$ cat config.mk
export PLATFORM = sky130hd
export DESIGN_NAME = crc16_eng
export DESIGN_NICKNAME = d
export VERILOG_FILES = /design/src/rtl/crc16_eng_pkg.sv /design/src/rtl/crc16_step.sv /design/src/rtl/crc16_accum.sv /design/src/rtl/crc16_byte_cnt.sv /design/src/rtl/crc16_reg_decode.sv /design/src/rtl/crc16_eng.sv
export SDC_FILE = /design/constraint.sdc
export NUM_CORES = 1
export LEC_CHECK = 0
export BUFFER_PORTS_ARGS = -buffer_cell sky130_fd_sc_hd__buf_2
export CAP_MARGIN = 20
export CORE_UTILIZATION = 60
export CTS_BUF_LIST = sky130_fd_sc_hd__clkbuf_16
export DETAILED_ROUTE_END_ITERATION = 7
export HOLD_SLACK_MARGIN = 0.02
export PLACE_DENSITY = 0.87
export REMOVE_ABC_BUFFERS = 1
export SKIP_LAST_GASP = 1
export SLEW_MARGIN = 40
export SYNTH_ARGS = -nofsm -noshare
export SYNTH_HDL_FRONTEND = slang
export SYNTH_HIERARCHICAL = 1
export SYNTH_SLANG_ARGS = --single-unit
$ cat constraint.sdc
create_clock -name clk_i -period 4.3 [get_ports clk_i]
set_input_delay 0.43 -clock clk_i [delete_from_list [all_inputs] [get_ports clk_i]]
set_output_delay 0.43 -clock clk_i [all_outputs]
set_load 0.02 [all_outputs]
$ cat src/rtl/crc16_eng_pkg.sv
package crc16_eng_pkg;
  localparam int ADDR_W = 3;

  typedef enum logic [ADDR_W-1:0] {
    REG_CTRL = 3'd0,
    REG_FEED = 3'd1,
    REG_RAW  = 3'd2,
    REG_SWAP = 3'd3,
    REG_FIN  = 3'd4
  } reg_addr_e;
endpackage

$ cat src/rtl/crc16_step.sv
module crc16_step #(
  parameter int          DATA_W = 16,
  parameter int          BYTE_W = 8,
  parameter logic [15:0] POLY   = 16'h8408
) (
  input  logic [DATA_W-1:0] crc_i,
  input  logic [BYTE_W-1:0] byte_i,
  output logic [DATA_W-1:0] crc_o
);
  logic [DATA_W-1:0] stage [BYTE_W+1];

  assign stage[0] = crc_i;

  for (genvar k = 0; k < BYTE_W; k++) begin : g_bit
    logic fb;
    assign fb = stage[k][0] ^ byte_i[k];
    assign stage[k+1] = (stage[k] >> 1) ^ (fb ? POLY[DATA_W-1:0] : '0);
  end

  assign crc_o = stage[BYTE_W];
endmodule

$ cat src/rtl/crc16_accum.sv
module crc16_accum #(
  parameter int          DATA_W = 16,
  parameter int          BYTE_W = 8,
  parameter logic [15:0] POLY   = 16'h8408,
  parameter logic [15:0] INIT   = 16'hFFFF
) (
  input  logic              clk_i,
  input  logic              rst_ni,
  input  logic              clr_i,
  input  logic              feed_i,
  input  logic [BYTE_W-1:0] byte_i,
  output logic [DATA_W-1:0] acc_o
);
  logic [DATA_W-1:0] nxt;

  crc16_step #(.DATA_W(DATA_W), .BYTE_W(BYTE_W), .POLY(POLY)) u_step (
    .crc_i (acc_o),
    .byte_i(byte_i),
    .crc_o (nxt)
  );

  always_ff @(posedge clk_i or negedge rst_ni) begin
    if (!rst_ni)     acc_o <= INIT[DATA_W-1:0];
    else if (clr_i)  acc_o <= INIT[DATA_W-1:0];
    else if (feed_i) acc_o <= nxt;
  end
endmodule

$ cat src/rtl/crc16_byte_cnt.sv
module crc16_byte_cnt #(
  parameter int CNT_W = 12
) (
  input  logic             clk_i,
  input  logic             rst_ni,
  input  logic             clr_i,
  input  logic             inc_i,
  output logic [CNT_W-1:0] cnt_o
);
  localparam logic [CNT_W-1:0] CntMax = '1;

  always_ff @(posedge clk_i or negedge rst_ni) begin
    if (!rst_ni)                        cnt_o <= '0;
    else if (clr_i)                     cnt_o <= '0;
    else if (inc_i && cnt_o != CntMax)  cnt_o <= cnt_o + 1'b1;
  end
endmodule

$ cat src/rtl/crc16_reg_decode.sv
module crc16_reg_decode
  import crc16_eng_pkg::*;
#(
  parameter int          DATA_W  = 16,
  parameter int          CNT_W   = 12,
  parameter int          CLR_BIT = 15,
  parameter logic [15:0] XOROUT  = 16'hFFFF
) (
  input  logic              we_i,
  input  logic [ADDR_W-1:0] addr_i,
  input  logic [DATA_W-1:0] wdata_i,
  input  logic [DATA_W-1:0] acc_i,
  input  logic [CNT_W-1:0]  cnt_i,
  output logic              clr_o,
  output logic              feed_o,
  output logic [DATA_W-1:0] rdata_o
);
  localparam int HalfW = DATA_W / 2;

  logic [DATA_W-1:0] fin;

  assign clr_o  = we_i && (addr_i == REG_CTRL) && wdata_i[CLR_BIT];
  assign feed_o = we_i && (addr_i == REG_FEED);
  assign fin    = acc_i ^ XOROUT[DATA_W-1:0];

  always_comb begin
    unique case (addr_i)
      REG_CTRL: rdata_o = {{(DATA_W-CNT_W){1'b0}}, cnt_i};
      REG_RAW:  rdata_o = acc_i;
      REG_SWAP: rdata_o = {fin[HalfW-1:0], fin[DATA_W-1:HalfW]};
      REG_FIN:  rdata_o = fin;
      default:  rdata_o = '0;
    endcase
  end
endmodule

$ cat src/rtl/crc16_eng.sv
module crc16_eng
  import crc16_eng_pkg::*;
#(
  parameter int          DATA_W  = 16,
  parameter int          BYTE_W  = 8,
  parameter int          CNT_W   = 12,
  parameter int          CLR_BIT = 15,
  parameter logic [15:0] POLY    = 16'h8408,
  parameter logic [15:0] INIT    = 16'hFFFF,
  parameter logic [15:0] XOROUT  = 16'hFFFF
) (
  input  logic              clk_i,
  input  logic              rst_ni,
  input  logic              we_i,
  input  logic [ADDR_W-1:0] addr_i,
  input  logic [DATA_W-1:0] wdata_i,
  output logic [DATA_W-1:0] rdata_o
);
  logic              clr, feed;
  logic [DATA_W-1:0] acc_q;
  logic [CNT_W-1:0]  cnt_q;

  crc16_reg_decode #(
    .DATA_W(DATA_W), .CNT_W(CNT_W), .CLR_BIT(CLR_BIT), .XOROUT(XOROUT)
  ) u_dec (
    .we_i   (we_i),
    .addr_i (addr_i),
    .wdata_i(wdata_i),
    .acc_i  (acc_q),
    .cnt_i  (cnt_q),
    .clr_o  (clr),
    .feed_o (feed),
    .rdata_o(rdata_o)
  );

  crc16_accum #(
    .DATA_W(DATA_W), .BYTE_W(BYTE_W), .POLY(POLY), .INIT(INIT)
  ) u_acc (
    .clk_i (clk_i),
    .rst_ni(rst_ni),
    .clr_i (clr),
    .feed_i(feed),
    .byte_i(wdata_i[BYTE_W-1:0]),
    .acc_o (acc_q)
  );

  crc16_byte_cnt #(.CNT_W(CNT_W)) u_cnt (
    .clk_i (clk_i),
    .rst_ni(rst_ni),
    .clr_i (clr),
    .inc_i (feed),
    .cnt_o (cnt_q)
  );
endmodule

==> results list <==
- Result of the run: complete, no violations
- In this run, distinct cell masters in the synthesized netlist total 50.
- For this design, the sink count on the clock tree is 28.
* Post-route ant nets: 0
* Tot GR Track Use: a little over a quarter
- Fraction of layout instances using a drive strength above 1: a little over a quarter
* Worst Reg2Reg Path Length in Cells: 5
- Measured along the x axis, the die boundary spans 64.48 um.
- Setup violations remaining at the end of the flow were counted as 0.
* HPWL Detailed: 3.381 mm
- STA puts the critical path data arrival time at 1980 ps.
- Maximum number of pins on one net before global-route repair: 39
- For this design, the CTS-stage hold fixing added 0 buffers.
- Number of vias after detailed routing: 1836
- Mapped Cells: 231
- Vertical extent of the die: ~64 um
- Std-Cell Core Area: 0.003716 mm2
- Register area share after synthesis: 30.77%
- The number of gates resized after CTS was 0.
* Total die area: 0.004158 mm2
- The first global-routing pass estimated 8.521 mm of wire.
- The clock reaches the later pin of the worst-skew pair after 270 ps.
* Clock edge transition at the registers on the reported setup and hold paths: 70 ps
* Number of antenna repair diodes: 0
- For the final database, setup skew stands at 5.327 ps.
- The number of global-route vias before repair is between 1500 and 2000.
- Remaining global-route overflow: 0
* Flip-flop cell with the highest count after synthesis: sky130_fd_sc_hd__dfstp_2
- Pwr/cell area: 605.7 mW/mm2
* CTS tree: built
- The finished layout holds 297 standard cells, fillers aside.
- Buffers added on ports: 30
* IO Count: 38
* Slew headroom: 48.22%
- At the worst endpoint, the required time is 3870 ps.
- Setup repair after global routing left no endpoint under its margin.
- CP startpoint: addr_i[0]
- Total cell area at the placement stage: approximately 0.0025 mm2
* Total length of routed wires: 5.014 mm
- After the first detailed-routing iteration, the DRC count stood at 152.
- The floorplan has 22 rows.
- Max-cap viol count: 0
- Counting the buffers created by CTS gives 3.
* Post-DR vias/cell: 6.182
- Number of setup buffers added after CTS: 0
- Most common cell on crit path: sky130_fd_sc_hd__buf_2
* Root buf cell: sky130_fd_sc_hd__clkbuf_16
* Static leakage: 1.139 nW
- First-pass iteration count of the detailed router: 4
- The longest clock path from root to sink contains 2 buffers.
- Area occupied by registers: 720.7 um2
- The worst setup path is launched from an input pin.
* Period utilization: 56.14%
* Reg-to-reg critical path startpoint: u_cnt/cnt_o[0]
- Upper clock frequency limit: 414.2 MHz
- The largest single stage delay on the critical path is between 400 and 500 ps.
- Fill cells in the final layout number 288.
* Async SR Flop Fraction: between 90% and 100%
- Placed Cells: 293
- Ys Warns: 6
* Slowest stage cell, crit path: sky130_fd_sc_hd__nor2_2
- Final slew viol count: 0
- Final critical delay including setup and external delays: 2414 ps
* Routed WL per cell: 16.88 um
- At the pin with the least slew margin, the transition time is 776.1 ps.
- IR analysis of the VDD net gives a maximum drop of just over 0.4 mV.
- Count of H-tree levels built during CTS: 1
- Total of flip-flops plus latches after synthesis: 28
* Critical path, cell by cell: buf_2, nor2_2, nand2_2, o211ai_1, buf_2
- Routability-driven placement finished with a final weighted congestion of approximately 0.85.
- Hold violation total from the final report: 0
- The average instance in the mapped netlist occupies roughly 10 um2.
- The final layout contains 273 nets.
* Max FO, Critical Path: 30
- Area of combinational cells with multiple inputs: 0.001486 mm2
- Initial antenna violation count: 0
- Number of flops mapped to enable cells by yosys: 0
- Compared with the post-synthesis result, the final layout area differs by 8.921%.
* Worst Hold Class: input pin to async pin
* DRC errors left: 0
* Kind of capture point of the worst setup path: output port
- Initial core utilization: a little over three fifths
- Summed area of non-filler cells in the final layout: 0.002551 mm2
* Final total power: roughly 1.5 mW
- The worst setup path is of the input pin to output port kind.
* Syn Std Cell Area: around 0.0023 mm2
cell type report:
| class | count | area share (%) |
|---|---|---|
| well taps | 48 | 2.354 |
| flip-flops and latches | 28 | 28.25 |
| multi-input cells | 180 | 58.26 |
| inverters | 5 | 0.7357 |
| repair buffers | 32 | 6.474 |
| clock buffers | 4 | 3.923 |
cell usage after synthesis (all sizes together), types with 2 or more instances:
cell type | count | share of area (%)
nor2b | 26 | 6.9
o211ai | 18 | 5.8
a211o | 16 | 6.0
dfstp | 16 | 18
buf | 15 | 4.8
nor2 | 13 | 2.2
dfrtp | 12 | 13
nand2 | 12 | 2.0
xnor2 | 12 | 5.4
nand3b | 11 | 3.5
nand3 | 7 | 2.6
mux2i | 6 | 2.6
nor3 | 6 | 1.3
o21ai | 6 | 1.3
xor2 | 6 | 2.6
xor3 | 6 | 6.1
inv | 5 | 0.80
a21oi | 4 | 0.85
o22ai | 4 | 1.1
nand4 | 3 | 0.80
xnor3 | 3 | 2.9
and3 | 2 | 0.59
and4 | 2 | 0.75
clkbuf | 2 | 0.32
mux2 | 2 | 1.1
nor4 | 2 | 1.2
critical path, delay by kind of cell:
kind                   cells  cell delay, ps
AO/OA/AOI/OAI              1             280
buffers and inverters      2             480
AND/OR/NAND/NOR            2             790
path summary, 6_finish.rpt:
check,endpoint,slack [ps]
worst max-delay path,rdata_o[3],1890
worst min-delay path,u_cnt/cnt_o[0],190
worst max register to register,u_cnt/cnt_o[1],2500
worst min register to register,u_cnt/cnt_o[11],630
max in group asynchronous,u_cnt/cnt_o[11],3680
min in group clk_i,u_cnt/cnt_o[11],630
per-stage QoR:
stage	worst slack [ps]	TNS, ps	utilization [%]	hold slack (ps)
6_report	1886	0	68.65	191.2
3_3_place_gp	1725	0	65.96	490.9
3_5_place_dp	1652	0	65.96	489.1
5_1_grt	1708	0	68.65	233.8
4_1_cts	1903	0	68.65	201.8
2_1_floorplan	-363.7	-1309	-	134.4
cell usage in the layout (no fill, tap or decap), drive strengths merged, types with 3 or more instances in the layout:
cell type  count
a211o         16
a21oi          4
buf           32
clkbuf         4
dfrtp         12
dfstp         16
inv            5
mux2i          6
nand2         12
nand3          7
nand3b        11
nand4          3
nor2          13
nor2b         26
nor3           6
o211ai        18
o21ai          6
o22ai          4
xnor2         12
xnor3          3
xor2           6
xor3           6
cell families after synthesis:
logic type	Yosys count	synth area share, %
xor+xnor	27	16.99
simple gates	92	24.57
mux	8	3.686
compound gates	52	17.04
buf+inv	23	6.410
flops	28	30.77
fa+ha+maj	1	0.5341
metal layers:
| layer | global-route usage [%] | part of all wire [%] | vias to the layer above |
|---|---|---|---|
| li1 | - | - | 879 |
| met1 | 36.55 | 47 | 907 |
| met2 | 43.55 | 48 | 45 |
| met3 | 3.873 | 3.9 | 5 |
| met4 | 9.722 | 1.5 | 0 |
| met5 | 0 | 0 | - |
flip-flops by register name, indices dropped and copies added (netlist names):
signal / count
u_cnt/cnt_o: 12
u_acc/acc_o: 16
where the power goes:
| group | internal [mW] | switching (mW) |
|---|---|---|
| Combinational | 0.446 | 0.302 |
| Sequential | 0.407 | 0.131 |
| Clock | 0.162 | 0.0969 |
(Power assumes the default switching activity.)
